## src/rtl/usb_lp_pkg.sv

```systemverilog
package usb_lp_pkg;

    typedef enum logic [3:0] {
        ST_ACTIVE,
        ST_H_DETOFF,
        ST_H_SUSP,
        ST_H_PHCD,
        ST_H_PWD,
        ST_H_GATE,
        ST_D_WAIT,
        ST_D_PHCD,
        ST_D_PWD,
        ST_D_GATE,
        ST_LOWPWR,
        ST_WK_CLR,
        ST_CPU_CLR,
        ST_FRES,
        ST_REEN
    } lp_state_e;

    typedef struct packed {
        lp_state_e st;
        logic      host;
        logic      pend;
    } lp_regs_t;

    typedef struct packed {
        logic det_en;
        logic port_susp;
        logic phcd;
        logic pwr_dn;
        logic clk_gate;
        logic wake_dis;
        logic force_res;
        logic wake_ie;
    } lp_ctl_t;

endpackage

```

## src/rtl/usb_lp_idle_timer.sv

```systemverilog
module usb_lp_idle_timer #(
    parameter int IDLE_US = 300
) (
    input  logic clk,
    input  logic rst_n,
    input  logic en,
    input  logic idle,
    input  logic tick,
    output logic done
);
    localparam int CNT_W = $clog2(IDLE_US + 1);
    localparam logic [CNT_W-1:0] LIMIT = CNT_W'(IDLE_US);

    logic [CNT_W-1:0] cnt_d, cnt_q;

    always_comb begin
        cnt_d = cnt_q;
        if (!en || !idle) begin
            cnt_d = '0;
        end else if (tick && cnt_q != LIMIT) begin
            cnt_d = cnt_q + 1'b1;
        end
    end

    always_ff @(posedge clk or negedge rst_n) begin
        if (!rst_n) cnt_q <= '0;
        else        cnt_q <= cnt_d;
    end

    assign done = (cnt_q == LIMIT);

    // the count never passes the limit
    assert_cnt_bound_R6: assert property (@(posedge clk) disable iff (!rst_n)
        cnt_q <= LIMIT);

    // loss of idle restarts the window
    assert_idle_restart_R7: assert property (@(posedge clk) disable iff (!rst_n)
        (!idle) |=> !done);

endmodule

```

## src/rtl/usb_lp_fsm.sv

```systemverilog
module usb_lp_fsm
    import usb_lp_pkg::*;
(
    input  logic    clk,
    input  logic    rst_n,
    input  logic    mode_host,
    input  logic    susp_req,
    input  logic    port_susp_ack,
    input  logic    dev_susp_irq,
    input  logic    wake_evt,
    input  logic    cpu_resume,
    input  logic    resume_done,
    input  logic    idle_done,
    output logic    timer_en,
    output lp_ctl_t ctl
);
    lp_regs_t r_d, r_q;
    logic     in_exit;

    assign in_exit = (r_q.st == ST_WK_CLR) || (r_q.st == ST_CPU_CLR) ||
                     (r_q.st == ST_FRES)   || (r_q.st == ST_REEN);

    always_comb begin
        r_d = r_q;
        unique case (r_q.st)
            ST_ACTIVE: begin
                if (susp_req || r_q.pend) begin
                    r_d.pend = 1'b0;
                    r_d.host = mode_host;
                    r_d.st   = mode_host ? ST_H_DETOFF : ST_D_WAIT;
                end
            end
            ST_H_DETOFF: r_d.st = ST_H_SUSP;
            ST_H_SUSP:   if (port_susp_ack) r_d.st = ST_H_PHCD;
            ST_H_PHCD:   r_d.st = ST_H_PWD;
            ST_H_PWD:    r_d.st = ST_H_GATE;
            ST_H_GATE:   r_d.st = ST_LOWPWR;
            ST_D_WAIT:   if (dev_susp_irq) r_d.st = ST_D_PHCD;
            ST_D_PHCD:   r_d.st = ST_D_PWD;
            ST_D_PWD:    r_d.st = ST_D_GATE;
            ST_D_GATE:   r_d.st = ST_LOWPWR;
            ST_LOWPWR: begin
                if (wake_evt)        r_d.st = ST_WK_CLR;
                else if (cpu_resume) r_d.st = ST_CPU_CLR;
            end
            ST_WK_CLR:   r_d.st = ST_ACTIVE;
            ST_CPU_CLR:  r_d.st = ST_FRES;
            ST_FRES:     if (resume_done) r_d.st = ST_REEN;
            ST_REEN:     r_d.st = ST_ACTIVE;
            default:     r_d.st = ST_ACTIVE;
        endcase
        if (in_exit && susp_req) begin
            r_d.pend = 1'b1;
        end
    end

    always_ff @(posedge clk or negedge rst_n) begin
        if (!rst_n) begin
            r_q.st   <= ST_ACTIVE;
            r_q.host <= 1'b0;
            r_q.pend <= 1'b0;
        end else begin
            r_q <= r_d;
        end
    end

    always_comb begin
        ctl           = '0;
        ctl.det_en    = (r_q.st == ST_ACTIVE) && mode_host;
        ctl.port_susp = (r_q.st == ST_H_SUSP) || (r_q.st == ST_H_PHCD) ||
                        (r_q.st == ST_H_PWD)  || (r_q.st == ST_H_GATE) ||
                        ((r_q.st == ST_LOWPWR) && r_q.host);
        ctl.phcd      = (r_q.st == ST_H_PHCD) || (r_q.st == ST_H_PWD) ||
                        (r_q.st == ST_H_GATE) || (r_q.st == ST_D_PHCD) ||
                        (r_q.st == ST_D_PWD)  || (r_q.st == ST_D_GATE) ||
                        (r_q.st == ST_LOWPWR);
        ctl.pwr_dn    = (r_q.st == ST_H_PWD)  || (r_q.st == ST_H_GATE) ||
                        (r_q.st == ST_D_PWD)  || (r_q.st == ST_D_GATE) ||
                        (r_q.st == ST_LOWPWR);
        ctl.clk_gate  = (r_q.st == ST_H_GATE) || (r_q.st == ST_D_GATE) ||
                        (r_q.st == ST_LOWPWR);
        ctl.wake_ie   = (r_q.st == ST_LOWPWR) || (r_q.st == ST_WK_CLR);
        ctl.force_res = (r_q.st == ST_FRES);
        ctl.wake_dis  = (r_q.st == ST_LOWPWR) && r_q.host && idle_done;
    end

    assign timer_en = (r_q.st == ST_LOWPWR) && r_q.host;

    // port suspend is only requested after the detector was turned off
    assert_susp_after_detoff_R2: assert property (@(posedge clk) disable iff (!rst_n)
        $rose(ctl.port_susp) |-> $past(!ctl.det_en));

    // in host mode the clock-disable waits for the port suspend status
    assert_phcd_after_ack_R3: assert property (@(posedge clk) disable iff (!rst_n)
        ($rose(ctl.phcd) && r_q.host) |-> $past(port_susp_ack));

    // in device mode the clock-disable waits for the suspend interrupt
    assert_phcd_after_irq_R4: assert property (@(posedge clk) disable iff (!rst_n)
        ($rose(ctl.phcd) && !r_q.host) |-> $past(dev_susp_irq));

    // wakeup interrupt enabled only once the clock was already gated
    assert_wie_after_gate_R5: assert property (@(posedge clk) disable iff (!rst_n)
        $rose(ctl.wake_ie) |-> (ctl.clk_gate && $past(ctl.clk_gate)));

    // power controls release only on a wakeup or a CPU resume
    assert_release_cause_R8: assert property (@(posedge clk) disable iff (!rst_n)
        $fell(ctl.phcd) |-> $past(wake_evt || cpu_resume));

    // force-resume drops only after the port reports completion
    assert_fres_end_R9: assert property (@(posedge clk) disable iff (!rst_n)
        $fell(ctl.force_res) |-> $past(resume_done));

endmodule

```

## src/rtl/usb_lp_seq.sv

```systemverilog
module usb_lp_seq
    import usb_lp_pkg::*;
#(
    parameter int IDLE_US = 300
) (
    input  logic clk,
    input  logic rst_n,
    input  logic mode_host,
    input  logic susp_req,
    input  logic port_susp_ack,
    input  logic dev_susp_irq,
    input  logic bus_idle,
    input  logic wake_evt,
    input  logic cpu_resume,
    input  logic resume_done,
    input  logic us_tick,
    output logic discon_det_en,
    output logic port_suspend,
    output logic phy_clk_off,
    output logic pwr_down,
    output logic clk_gate,
    output logic wake_discon_en,
    output logic force_resume,
    output logic wake_irq_en
);
    lp_ctl_t ctl;
    logic    timer_en;
    logic    idle_done;

    usb_lp_idle_timer #(.IDLE_US(IDLE_US)) i_timer (
        .clk   (clk),
        .rst_n (rst_n),
        .en    (timer_en),
        .idle  (bus_idle),
        .tick  (us_tick),
        .done  (idle_done)
    );

    usb_lp_fsm i_fsm (
        .clk           (clk),
        .rst_n         (rst_n),
        .mode_host     (mode_host),
        .susp_req      (susp_req),
        .port_susp_ack (port_susp_ack),
        .dev_susp_irq  (dev_susp_irq),
        .wake_evt      (wake_evt),
        .cpu_resume    (cpu_resume),
        .resume_done   (resume_done),
        .idle_done     (idle_done),
        .timer_en      (timer_en),
        .ctl           (ctl)
    );

    assign discon_det_en  = ctl.det_en;
    assign port_suspend   = ctl.port_susp;
    assign phy_clk_off    = ctl.phcd;
    assign pwr_down       = ctl.pwr_dn;
    assign clk_gate       = ctl.clk_gate;
    assign wake_discon_en = ctl.wake_dis;
    assign force_resume   = ctl.force_res;
    assign wake_irq_en    = ctl.wake_ie;

    // wake-on-disconnect only in host low power with the clock gated
    assert_wkd_host_lp_R6: assert property (@(posedge clk) disable iff (!rst_n)
        wake_discon_en |-> (clk_gate && port_suspend && wake_irq_en));

endmodule

```

## config.mk

```make
export PLATFORM = sky130hd
export DESIGN_NAME = usb_lp_seq
export DESIGN_NICKNAME = d
export VERILOG_FILES = /design/src/rtl/usb_lp_pkg.sv /design/src/rtl/usb_lp_idle_timer.sv /design/src/rtl/usb_lp_fsm.sv /design/src/rtl/usb_lp_seq.sv
export SDC_FILE = /design/constraint.sdc
export NUM_CORES = 1
export LEC_CHECK = 0
export CORE_UTILIZATION = 45
export CTS_CLUSTER_DIAMETER = 150
export DETAILED_ROUTE_END_ITERATION = 10
export MAX_ROUTING_LAYER = met4
export PLACE_DENSITY = 0.8
export SETUP_SLACK_MARGIN = 0.2
export SYNTH_ARGS = -nofsm -noshare
export SYNTH_HDL_FRONTEND = slang
export SYNTH_SLANG_ARGS = --single-unit
```

## constraint.sdc

```tcl
create_clock -name clk -period 3.6 [get_ports clk]
set_input_delay 0.36 -clock clk [delete_from_list [all_inputs] [get_ports clk]]
set_output_delay 0.36 -clock clk [all_outputs]
set_load 0.005 [all_outputs]
```

Word-level counts from Yosys, hierarchy flattened:

Index checks and enable logic that the tools add are counted.

* eq/ne operators: 21
* shift-type cells: 0
* multiplexer cells: 12
* reductions and logical operators: 37
* bitwise gates (word level): 0
* div/mod/pow operators: 0
* $lt $le $gt $ge: 0
* multipliers: 0
* add/subtract/negate cells: 1

Operators by type and width (number)
* 4-bit case mux with 12 select lines: 1
* 4-bit equality test (second input constant): 7
* 1-bit logical OR: 22
* 4-bit 2-to-1 mux: 5
* 9-bit 2-to-1 mux: 2
* 4-bit by 3-bit equality test with 1-bit output (second input constant): 4
* 9-bit by 1-bit adder with 9-bit output (second input constant): 1
* 9-bit equality test (second input constant): 1
* 9-bit != test (second input constant): 1
* 4-bit by 2-bit equality test with 1-bit output (second input constant): 2
* 6-bit 2-to-1 mux: 1
* 2-bit != test (second input constant): 3
* 2-bit nonzero test: 3
* 1-bit logical AND: 5
* 5-bit AND reduction: 1
* 4-bit by 1-bit equality test with 1-bit output (second input constant): 1
* 4-bit logical NOT: 1
* 2-bit AND reduction: 2
* 3-bit 2-to-1 mux: 1
* 3-bit != test (second input constant): 1
* 1-bit logical NOT: 2
* 1-bit 2-to-1 mux: 2
* 2-bit by 1-bit != test with 1-bit output (second input constant): 1
* 2-bit OR reduction: 1

* latch bits: 0
* bits in read-only memories: 0
* RAM bits: 0
* output and inout port bits: 8
* memories: 0
* register bits after elaboration: 15

Logic depth before layout (Yosys ltp):

Gate-level depths: netlist of the first run.

* depth in word-level cells: 7
* mapped depth: 6
* gate-level depth less buffers: 6

Modules after synthesis:

A second synthesis of the first run with hierarchy kept.

* cells, all modules: 133
* area total of the unflattened synthesis: 1137.3 µm²

Modules (own cells, without submodules)
* usb_lp_fsm: seq. area each 150.1 µm², cells an instance 76, times used 1, area an instance 593.1 µm²
* usb_lp_idle_timer: seq. area each 225.2 µm², cells an instance 57, times used 1, area an instance 544.3 µm²

Worst setup path after synthesis of the first run:

No wires, ideal clock.

* path type: register to register
* from: register i_fsm.r_q[3] in the netlist's numbering
* to: register i_fsm.r_q[4] in the netlist's numbering
* path buffers: 1
* arrival time: 1.595 ns
* cell stages (with the launch flop): 5
* library setup time: 0.125 ns
* path slack: 1.880 ns
* clock period less this slack: 1.720 ns
* cell sequence: dfrtp_1 buf_6 or4_4 o311ai_4 mux2_4

* cells in the longest elaborated chain, start to end: 3
* elaborated cells between the ends (all ways): 21
* classes of those cells: 17 x eq/ne; 1 x mux; 3 x reduce/logical

RTL lines
* start, declared: line usb_lp_fsm.sv:17 `lp_regs_t r_d, r_q;`
* start signal, assigned: line usb_lp_fsm.sv:63 `r_q <= r_d;`
* 4-bit equality test, or another cell as far along: line usb_lp_fsm.sv:25 `unique case (r_q.st)`
* 2-bit OR reduction (no source line), or another cell as far along
* 4-bit case mux with 12 select lines or 5-bit AND reduction (tied branches)

Parallel ways exist; a longest one is shown, timed or not.
A chain may end at the register's enable or synchronous reset.

Worst setup path in the final report of the first run:

* from: register i_fsm.r_q[5] in the netlist's numbering
* to: output port wake_discon_en

* cells in the longest elaborated chain, start to end: 3

RTL lines
* 4-bit equality test: line usb_lp_fsm.sv:84 `ctl.wake_dis = (r_q.st == ST_LOWPWR) && r_q.host && idle_done;`
* 1-bit logical AND (2 in series): line usb_lp_fsm.sv:84
* end, declared: line usb_lp_seq.sv:22 `output logic wake_discon_en,`

No other way between the ends.

==> results of run 1 <==
## metal layers
metal / vias up / global-route usage
met4: 0 / 0.0429
met3: 2 / 0.0648
met1: 433 / 0.258
met5: - / -
li1: 442 / -
met2: 19 / 0.300
## layout make-up
class | count | area, um2 | share of cell area
Timing Repair Buffer | 18 | 180 | 0.146
Multi-Input combinational cell | 90 | 602 | 0.487
Inverter | 5 | 18.8 | 0.0152
Clock buffer | 4 | 26.3 | 0.0213
Tap cell | 27 | 33.8 | 0.0273
Sequential cell | 15 | 375 | 0.304
## cells by family (layout without fill, tap and decap cells)
family,Yosys count,in the layout,synth area share
flip-flops,15,15,0.366
multiplexers,4,4,0.0451
XOR/XNOR,9,9,0.0768
buffers and inverters,10,27,0.0476
AND/OR/NAND/NOR,52,52,0.277
adder cells (fa/ha/maj),2,2,0.0244
AO/OA/AOI/OAI,23,23,0.163
## flip-flops by register name, indices dropped and copies added (netlist names)
name and flops:
i_fsm.r_q 6, i_timer.cnt_q 9
## worst max-delay path by stage
stage / slack, ps / to / start
floorplan: 1880 / i_fsm.r_q[4]$_DFFE_PN0P_ / i_fsm.r_q[3]$_DFFE_PN0P_
global placement: 1490 / discon_det_en / i_fsm.r_q[3]$_DFFE_PN0P_
detailed placement: 1510 / discon_det_en / i_fsm.r_q[3]$_DFFE_PN0P_
CTS: 1170 / discon_det_en / i_fsm.r_q[3]$_DFFE_PN0P_
global route: 1010 / wake_discon_en / i_fsm.r_q[3]$_DFFE_PN0P_
finish: 1180 / wake_discon_en / i_fsm.r_q[5]$_DFFE_PN0P_
## synth_stat cells
cell / count / area share
a21boi_0: 1 / 0.0073
a21o_1: 1 / 0.0073
a21oi_1: 5 / 0.024
a22oi_2: 1 / 0.012
a311oi_1: 2 / 0.017
a31oi_1: 1 / 0.0061
and2_1: 1 / 0.0061
and3_1: 3 / 0.018
and4_1: 1 / 0.0085
and4bb_1: 1 / 0.012
buf_2: 3 / 0.015
buf_6: 1 / 0.011
clkbuf_1: 1 / 0.0037
dfrtp_1: 15 / 0.37
ha_1: 2 / 0.024
inv_1: 5 / 0.018
mux2_2: 1 / 0.011
mux2_4: 1 / 0.015
mux2i_1: 2 / 0.020
nand2_1: 4 / 0.015
nand2b_1: 4 / 0.024
nand3_1: 5 / 0.024
nand4_1: 1 / 0.0061
nand4b_1: 1 / 0.0085
nand4bb_1: 1 / 0.011
nor2_1: 20 / 0.073
nor3_1: 3 / 0.015
nor3b_1: 1 / 0.0073
nor4_1: 1 / 0.0061
o211ai_1: 3 / 0.022
o21ai_0: 5 / 0.024
o21ai_1: 2 / 0.0098
o21bai_1: 1 / 0.0073
o311ai_4: 1 / 0.026
or3_1: 2 / 0.012
or4_1: 1 / 0.0073
or4_4: 1 / 0.011
or4bb_1: 1 / 0.011
xnor2_1: 2 / 0.017
xor2_1: 7 / 0.060
## stage by stage
| step | util | total power [mW] | setup slack, ps | std cells | area [um2] |
|---|---|---|---|---|---|
| after floorplan | - | 0.543 | 1880 | 115 | 1030 |
| after CTS | 0.605 | 0.758 | 1170 | 159 | 1240 |
| after detailed placement | 0.593 | 0.665 | 1510 | 155 | 1210 |
| after global routing | 0.605 | 0.818 | 1010 | 159 | 1240 |
| final | 0.605 | 0.756 | 1180 | 159 | 1240 |
| after global placement | 0.593 | 0.656 | 1490 | 155 | 1210 |
## power groups by stage
stage	sequential [mW]	clock, mW	combinational [mW]
after global placement	0.292	0	0.364
after floorplan	0.230	0	0.314
final	0.292	0.0952	0.368
after detailed placement	0.294	0	0.371
after CTS	0.290	0.0962	0.372
after global routing	0.302	0.106	0.409
## worst max-delay path: stages (launching register included)
cell and delay (ps):
dfrtp_1 650, and4bb_1 380, nand2_1 90, nor3_1 140
clkdlybuf4s50_1 530
==> results by group, run 1 <==
Clock tree
  – Depth of the CTS H-tree: 1
  – CTS buffer count: 3
  – Setup Fix Bufs, Post-CTS: 0
  – CTS tree: built
  – Cts hold-fix bufs: 0
  – Clock Sinks: 15
  – Clock transition at path regs: ~80 ps
  – Clk_lat worst skew: around 280 ps
  – CTS root buf: clkbuf_4
  – Maximum clock path buffer count: 2
  – # resized after CTS: 0

STA
  – Setup TNS: 0 ps
  – Worst-Margin Slew: ~640 ps
  – Fmax: ~410 MHz
  – Slew Viols, Final: 0
  – Min Tclk post-route: roughly 2400 ps
  – Final count of negative-setup-slack endpoints: 0
  – Final hold violations: 0
  – Relative slew slack: 0.574
  – Final hold slack: 465 ps
  – Final Skew: 0.849 ps
  – RSZ-0062 raised after global routing: no
  – Crit share post-route: 0.673

Power
  – Sequential power share: 0.386
  – Worst VDD drop: 0.341 mV
  – Psw: about 0.29 mW
  – Switching Fraction: 0.386
  – Power Internal: 0.464 mW
  – Pwr Density: around 610 nW/um2
  – Power share of the combinational group: 0.488
  – Clock power share: 0.126
  – Static leakage: just under 0.5 nW

Floorplan
  – Width of the die: between 40 and 50 um
  – Chip Height: 49.8 um
  – Core outline area: about 2000 um2
  – DIE AREA: 2480 um2
  – Std cell rows: 16
  – Initial core utilization: 0.502
  – Top-Level Pins: 19

Global routing
  – Overflow after GRT: 0
  – Gr usage total: 0.198
  – Vias in the first global route: 806
  – Initial antenna violation count: 0
  – First-pass GRT wire length: roughly 3.6 mm
  – Largest net degree at the start of global routing: 19

Detailed routing
  – WL met3: between 90 and 100 um
  – Routed WL: between 2 and 2.5 mm
  – Wire length per cell: between 10 and 15 um
  – DR iter-0 viols: 15
  – Vias after detailed routing: between 800 and 900
  – Via/cell ratio: around 5.6
  – Antenna-violating nets left: 0
  – 1st-pass router iterations: 4
  – Met1 Wirelength: 1.02 mm
  – DRC viols: 0
  – Met2 wire length: roughly 1.0 mm
  – Uppermost layer routed: met4

Critical path
  – Critical Path RT: ~3200 ps
  – R2R Path End: i_fsm.r_q[4]$_DFFE_PN0P_
  – Maximum fanout along the worst path: 16
  – R2R Path Start: i_fsm.r_q[3]$_DFFE_PN0P_
  – Crit path DAT: ~2100 ps
  – R2R depth: 3
  – Critical path capture point type: output pin
  – Critical Path Start Type: register
  – R2r setup slk: between 1500 and 2000 ps
  – Kind of critical path: reg -> out

Cells and area
  – Area delta synth->final: 20.5%
  – N_diodes: 0
  – Share of cells above drive strength 1: 0.0606
  – Fin nets: 146
  – Fill count: about 200
  – Most common cell after layout, fill and taps aside: nor2_1
  – Most frequent cells in the layout: nor2_1 (20), clkdlybuf4s50_1 (18), dfrtp_1 (15), xor2_1 (7)

Outcome
  – Status: complete, no violations

Synthesis
  – YS warnings: 0
  – Syn_area_per_cell: 8.92 um2
  – Post-Synthesis Cells: 115
  – Mapped Area: between 1000 and 1500 um2
  – Register area share after synthesis: 0.366
  – Post-synth cell types: 40
  – FF+latch count, synth: 15
  – Mapped Nets: roughly 130

Place
  – GP Congestion: 0.911
  – DP HPWL: 1.61 mm
  – PortBufs: 18

Flow run
  – Max-cap violations: 0

Worst hold path
  – Worst Hold Class: in -> async
(Power assumes the default switching activity.)
==> run 2, diff against run 1 <==
--- a/config.mk
+++ b/config.mk
@@ -9,7 +9,7 @@
 export CTS_CLUSTER_DIAMETER = 150
 export DETAILED_ROUTE_END_ITERATION = 10
 export MAX_ROUTING_LAYER = met4
-export PLACE_DENSITY = 0.8
+export PLACE_DENSITY = 0.83
 export SETUP_SLACK_MARGIN = 0.2
 export SYNTH_ARGS = -nofsm -noshare
 export SYNTH_HDL_FRONTEND = slang
==> constraint.sdc (replaced) <==
create_clock -name clk -period 2.2 [get_ports clk]
set_input_delay 0.22 -clock clk [delete_from_list [all_inputs] [get_ports clk]]
set_output_delay 0.22 -clock clk [all_outputs]
set_load 0.005 [all_outputs]
==> results by group, run 2 (same netlist as run 1, synthesis figures left out) <==
Place
  – DP HPWL: about 1.7 mm
  – PortBufs: 18
  – Cell count after placement: 159
  – GP Congestion: a little over 0.9
  – Placed Instance Area: 1240 um2

Cells and area
  – Final design area excluding fillers: ~1400 um2
  – Share of cells above drive strength 1: 0.227
  – Final design utilization: 0.676
  – Fin cells: around 180
  – Max reg flops: 9
  – Combined area of the multi-input logic cells: around 600 um2
  – Leading registers by flop count: i_timer.cnt_q (9), i_fsm.r_q (6)
  – Fin nets: 164
  – N_diodes: 0
  – Area delta synth->final: 34.6%
  – Most frequent cells in the layout: nor2_1 (19), buf_4 (18), clkdlybuf4s50_1 (13), dfrtp_1 (11), xor2_1 (7)
  – Most common cell after layout, fill and taps aside: nor2_1
  – Fill count: approximately 170
  – Reg area: between 300 and 400 um2
  – Largest Register: i_timer.cnt_q

Power
  – Sequential power share: 0.286
  – Clock power share: 0.110
  – Pwr Density: ~1000 nW/um2
  – Static leakage: slightly above 0.6 nW
  – Power Internal: 0.892 mW
  – Psw: 0.556 mW
  – Worst VDD drop: just under 0.8 mV
  – Switching Fraction: 0.384
  – Power share of the combinational group: 0.604

Detailed routing
  – DR iter-0 viols: 32
  – Wire length per cell: 13.6 um
  – 1st-pass router iterations: 4
  – Via/cell ratio: 5.49
  – DRC viols: 0
  – Vias after detailed routing: between 900 and 1,000
  – Antenna-violating nets left: 0
  – Routed WL: ~2.4 mm

Critical path
  – R2R depth: 7
  – Kind of critical path: reg -> out
  – Critical Path RT: 1980 ps
  – Crit path DAT: between 1500 and 2000 ps
  – Critical Path Start Type: register
  – R2r setup slk: 300 ps
  – Maximum fanout along the worst path: 3
  – R2R Path Start: i_fsm.r_q[3]$_DFFE_PN0P_
  – Critical path capture point type: output pin
  – R2R Path End: i_fsm.r_q[4]$_DFFE_PN0P_

Global routing
  – Overflow after GRT: 0
  – Gr usage total: 0.224
  – Vias in the first global route: 923
  – Initial antenna violation count: 0
  – First-pass GRT wire length: roughly 4 mm
  – Largest net degree at the start of global routing: 16

STA
  – Crit share post-route: 0.951
  – Final Skew: between 1 and 1.5 ps
  – Relative slew slack: 0.562
  – Slew Viols, Final: 0
  – RSZ-0062 raised after global routing: yes
  – Worst-Margin Slew: ~650 ps
  – Final count of negative-setup-slack endpoints: 0
  – Min Tclk post-route: 2090 ps
  – Setup TNS: 0 ps
  – Fmax: 478 MHz
  – Final hold violations: 0
  – Final hold slack: 328 ps

Clock tree
  – CTS buffer count: 3
  – Depth of the CTS H-tree: 1
  – Clk_lat worst skew: 280 ps
  – Clock Sinks: 15
  – Clock transition at path regs: about 90 ps
  – CTS tree: built
  – Cts hold-fix bufs: 0
  – CTS root buf: clkbuf_4
  – Maximum clock path buffer count: 2

Floorplan
  – Chip Height: about 50 um
  – Width of the die: 49.8 um
  – Std cell rows: 16
  – Core outline area: between 2000 and 2500 um2
  – DIE AREA: approximately 2500 um2
  – Top-Level Pins: 19
  – Initial core utilization: 0.502

Worst hold path
  – Worst Hold Class: in -> async

Flow run
  – Max-cap violations: 0

Outcome
  – Status: complete, no violations
## run 2: cell count changes in the layout (fill, tap and decap cells not counted), sizes merged
cell / change
buf: +18
clkinv: +1
clkbuf: -1
clkdlybuf4s50: -5
dlymetal6s2s: +1
dlygate4sd2: +4
## run 2: metrics by stage
step | setup WS [ps] | total power [mW]
CTS | 116 | 1.43
global placement | 296 | 1.14
floorplan | 480 | 0.889
finish | 109 | 1.45
global route | 45.6 | 1.55
detailed placement | 295 | 1.14
## run 2: repair_timing
action	in CTS	in global routing
setup buffers	14	0
gates cloned	0	0
pin swaps	2	0
gates resized for setup	10	2
endpoints found under the setup margin	6	2
## run 2: worst max path at each step
stage                                  start                  endpoint  slack, ps
global route        i_fsm.r_q[3]$_DFFE_PN0P_             discon_det_en         50
global placement    i_fsm.r_q[4]$_DFFE_PN0P_             discon_det_en        300
floorplan           i_fsm.r_q[3]$_DFFE_PN0P_  i_fsm.r_q[4]$_DFFE_PN0P_        480
CTS                 i_fsm.r_q[3]$_DFFE_PN0P_             discon_det_en        120
finish              i_fsm.r_q[3]$_DFFE_PN0P_             discon_det_en        110
detailed placement  i_fsm.r_q[4]$_DFFE_PN0P_            wake_discon_en        290
## run 2: final cells by class
type / count / share of cell area
Inverter: 5 / 0.0136
Clock inverter: 1 / 0.00362
Clock buffer: 3 / 0.0163
Timing Repair Buffer: 36 / 0.226
Multi-Input combinational cell: 90 / 0.440
Sequential cell: 15 / 0.275
Tap cell: 27 / 0.0245
## run 2: power by group through the flow
stage               clock (mW)  combinational (mW)  sequential [mW]
finish                   0.160               0.874            0.413
global route             0.178               0.947            0.421
CTS                      0.165               0.856            0.406
detailed placement           0               0.692            0.449
global placement             0               0.690            0.448
floorplan                    0               0.513            0.376
## run 2: routing by layer
| layer | global-route usage | vias to the layer above | wire (um) |
|---|---|---|---|
| li1 | - | 477 | - |
| met1 | 0.283 | 459 | 1100 |
| met2 | 0.365 | 33 | 1170 |
| met3 | 0.0556 | 2 | 126 |
| met4 | 0.0429 | 0 | 7 |
| met5 | - | - | 0 |
## run 2: worst max-delay path: stages, from the launching register on
cell,delay [ps]
dfrtp_2,440
or4_4,550
nor2_2,100
clkdlybuf4s50_1,500
==> run 3, diff against run 2 <==
--- a/config.mk
+++ b/config.mk
@@ -5,6 +5,7 @@
 export SDC_FILE = /design/constraint.sdc
 export NUM_CORES = 1
 export LEC_CHECK = 0
+export CORE_MARGIN = 4
 export CORE_UTILIZATION = 45
 export CTS_CLUSTER_DIAMETER = 150
 export DETAILED_ROUTE_END_ITERATION = 10
==> results by group, run 3 (same netlist as run 1, synthesis figures left out) <==
STA
  – Fmax: approximately 520 MHz
  – Final count of negative-setup-slack endpoints: 0
  – Final WS setup: 260 ps
  – Relative slew slack: 0.542
  – Final Skew: about 1.0 ps
  – Final hold violations: 0
  – Crit share post-route: 0.882
  – Worst-Margin Slew: slightly below 700 ps
  – Min Tclk post-route: ~1900 ps
  – Slew Viols, Final: 0
  – RSZ-0062 raised after global routing: yes
  – Setup TNS: 0 ps

Critical path
  – R2R Path Start: i_fsm.r_q[5]$_DFFE_PN0P_
  – CP Cell Sequence: buf_4, nand2b_1, nor2_1, clkdlybuf4s50_1
  – Total number of cells along the worst setup path: 4
  – Critical path capture point type: output pin
  – Delay-heaviest family, CP: buffers and inverters
  – Crit path largest cell delay: 510 ps
  – R2r setup slk: approximately 270 ps
  – Buf/Inv on CP: 2
  – Crit path DAT: about 1700 ps
  – Kind of critical path: reg -> out
  – Critical Path Start Type: register
  – Critical Path RT: between 1500 and 2000 ps
  – Maximum fanout along the worst path: 8
  – R2R Path End: i_fsm.r_q[4]$_DFFE_PN0P_
  – Slowest-stage cell, CP: clkdlybuf4s50_1
  – R2R depth: 5

Global routing
  – First-pass GRT wire length: 4.68 mm
  – Largest net degree at the start of global routing: 16
  – Gr usage total: 0.190
  – Initial antenna violation count: 0
  – Overflow after GRT: 0
  – Vias in the first global route: around 1,100

Floorplan
  – Initial core utilization: 0.468
  – Std cell rows: 17
  – Chip Height: ~56 um
  – Top-Level Pins: 19
  – Core outline area: ~2200 um2
  – DIE AREA: 3110 um2
  – Width of the die: about 56 um

Power
  – Pwr Density: roughly 1100 nW/um2
  – Worst VDD drop: between 0.8 and 0.9 mV
  – Overall Power: between 1.5 and 2 mW
  – Static leakage: around 0.66 nW

Cells and area
  – Max reg flops: 9
  – Share of cells above drive strength 1: 0.284
  – Most frequent cells in the layout: buf_4 (22), nor2_1 (20), clkdlybuf4s50_1 (12), dfrtp_1 (11), xor2_1 (7)
  – N_diodes: 0
  – Final design utilization: 0.675
  – Reg area: between 300 and 400 um2
  – Largest Register: i_timer.cnt_q
  – Fin nets: 169
  – Leading registers by flop count: i_timer.cnt_q (9), i_fsm.r_q (6)
  – Area delta synth->final: 44.1%
  – Fin cells: approximately 180
  – Fill count: 170
  – Combined area of the multi-input logic cells: 661 um2
  – Most common cell after layout, fill and taps aside: buf_4

Detailed routing
  – Wire length per cell: about 16 um
  – Uppermost layer routed: met4
  – Vias after detailed routing: ~1,100
  – DRC viols: 0
  – Met2 wire length: 1.48 mm
  – DR iter-0 viols: 35
  – Via/cell ratio: between 5 and 6
  – Met1 Wirelength: around 1.2 mm
  – 1st-pass router iterations: 4
  – Antenna-violating nets left: 0
  – WL met3: roughly 180 um
  – Routed WL: about 2.9 mm

Clock tree
  – CTS tree: built
  – Clock transition at path regs: about 100 ps
  – Maximum clock path buffer count: 2
  – CTS buffer count: 3
  – Cts hold-fix bufs: 0
  – CTS root buf: clkbuf_4
  – Clk_lat worst skew: 290 ps
  – Depth of the CTS H-tree: 1
  – Clock Sinks: 15

Place
  – PortBufs: 18
  – Setup WS pre-CTS: 260 ps
  – DP HPWL: 1.74 mm
  – GP Congestion: around 0.93
  – Cell count after placement: around 160

Flow run
  – Max-cap violations: 0

Worst hold path
  – Worst Hold Class: in -> async

Outcome
  – Status: complete, no violations
-- run 3: worst max path at each step --
stage	slack [ps]	endpoint	startpoint
finish	260	force_resume	i_fsm.r_q[3]$_DFFE_PN0P_
global route	170	port_suspend	i_fsm.r_q[2]$_DFFE_PN0P_
CTS	80	wake_discon_en	i_timer.cnt_q[0]$_DFFE_PN0P_
detailed placement	260	discon_det_en	i_fsm.r_q[2]$_DFFE_PN0P_
global placement	290	discon_det_en	i_fsm.r_q[2]$_DFFE_PN0P_
floorplan	480	i_fsm.r_q[4]$_DFFE_PN0P_	i_fsm.r_q[3]$_DFFE_PN0P_
-- run 3: worst reg2reg max path, stage by stage (launching register included) --
cell and delay [ps]:
dfrtp_2 470, buf_4 160, or4_4 420, buf_4 160
o311ai_4 280, mux2_4 330
-- run 3: layout make-up --
type / instances / share of cell area
multi-input cells: 90 / 0.447
clock buffers: 3 / 0.0152
repair buffers: 41 / 0.241
inverters: 5 / 0.0127
well taps: 28 / 0.0237
clock inverters: 1 / 0.00338
flip-flops and latches: 15 / 0.257
-- run 3: layer usage --
metal  track usage  vias up
met1         0.213      511
met3        0.0557       10
li1              -      489
met2         0.324       50
met4        0.0625        0
met5             -        -
-- run 3: through the flow --
stage	hold WS, ps	instance area [um2]
floorplan	-75.6	1030
global placement	531	1230
detailed placement	528	1230
CTS	349	1360
global route	369	1480
finish	327	1480
-- run 3: repair_timing --
item                                    CTS  global route
pin swaps                                 2             2
endpoints found under the setup margin    6             3
setup buffers                            12             8
resized for setup                        13             9
-- run 3: where the power goes --
group | internal (mW) | total, mW | leakage [nW] | switching, mW
Sequential | 0.336 | 0.434 | 0.196 | 0.0981
Combinational | 0.580 | 1.02 | 0.450 | 0.438
Clock | 0.0678 | 0.171 | 0.0177 | 0.103
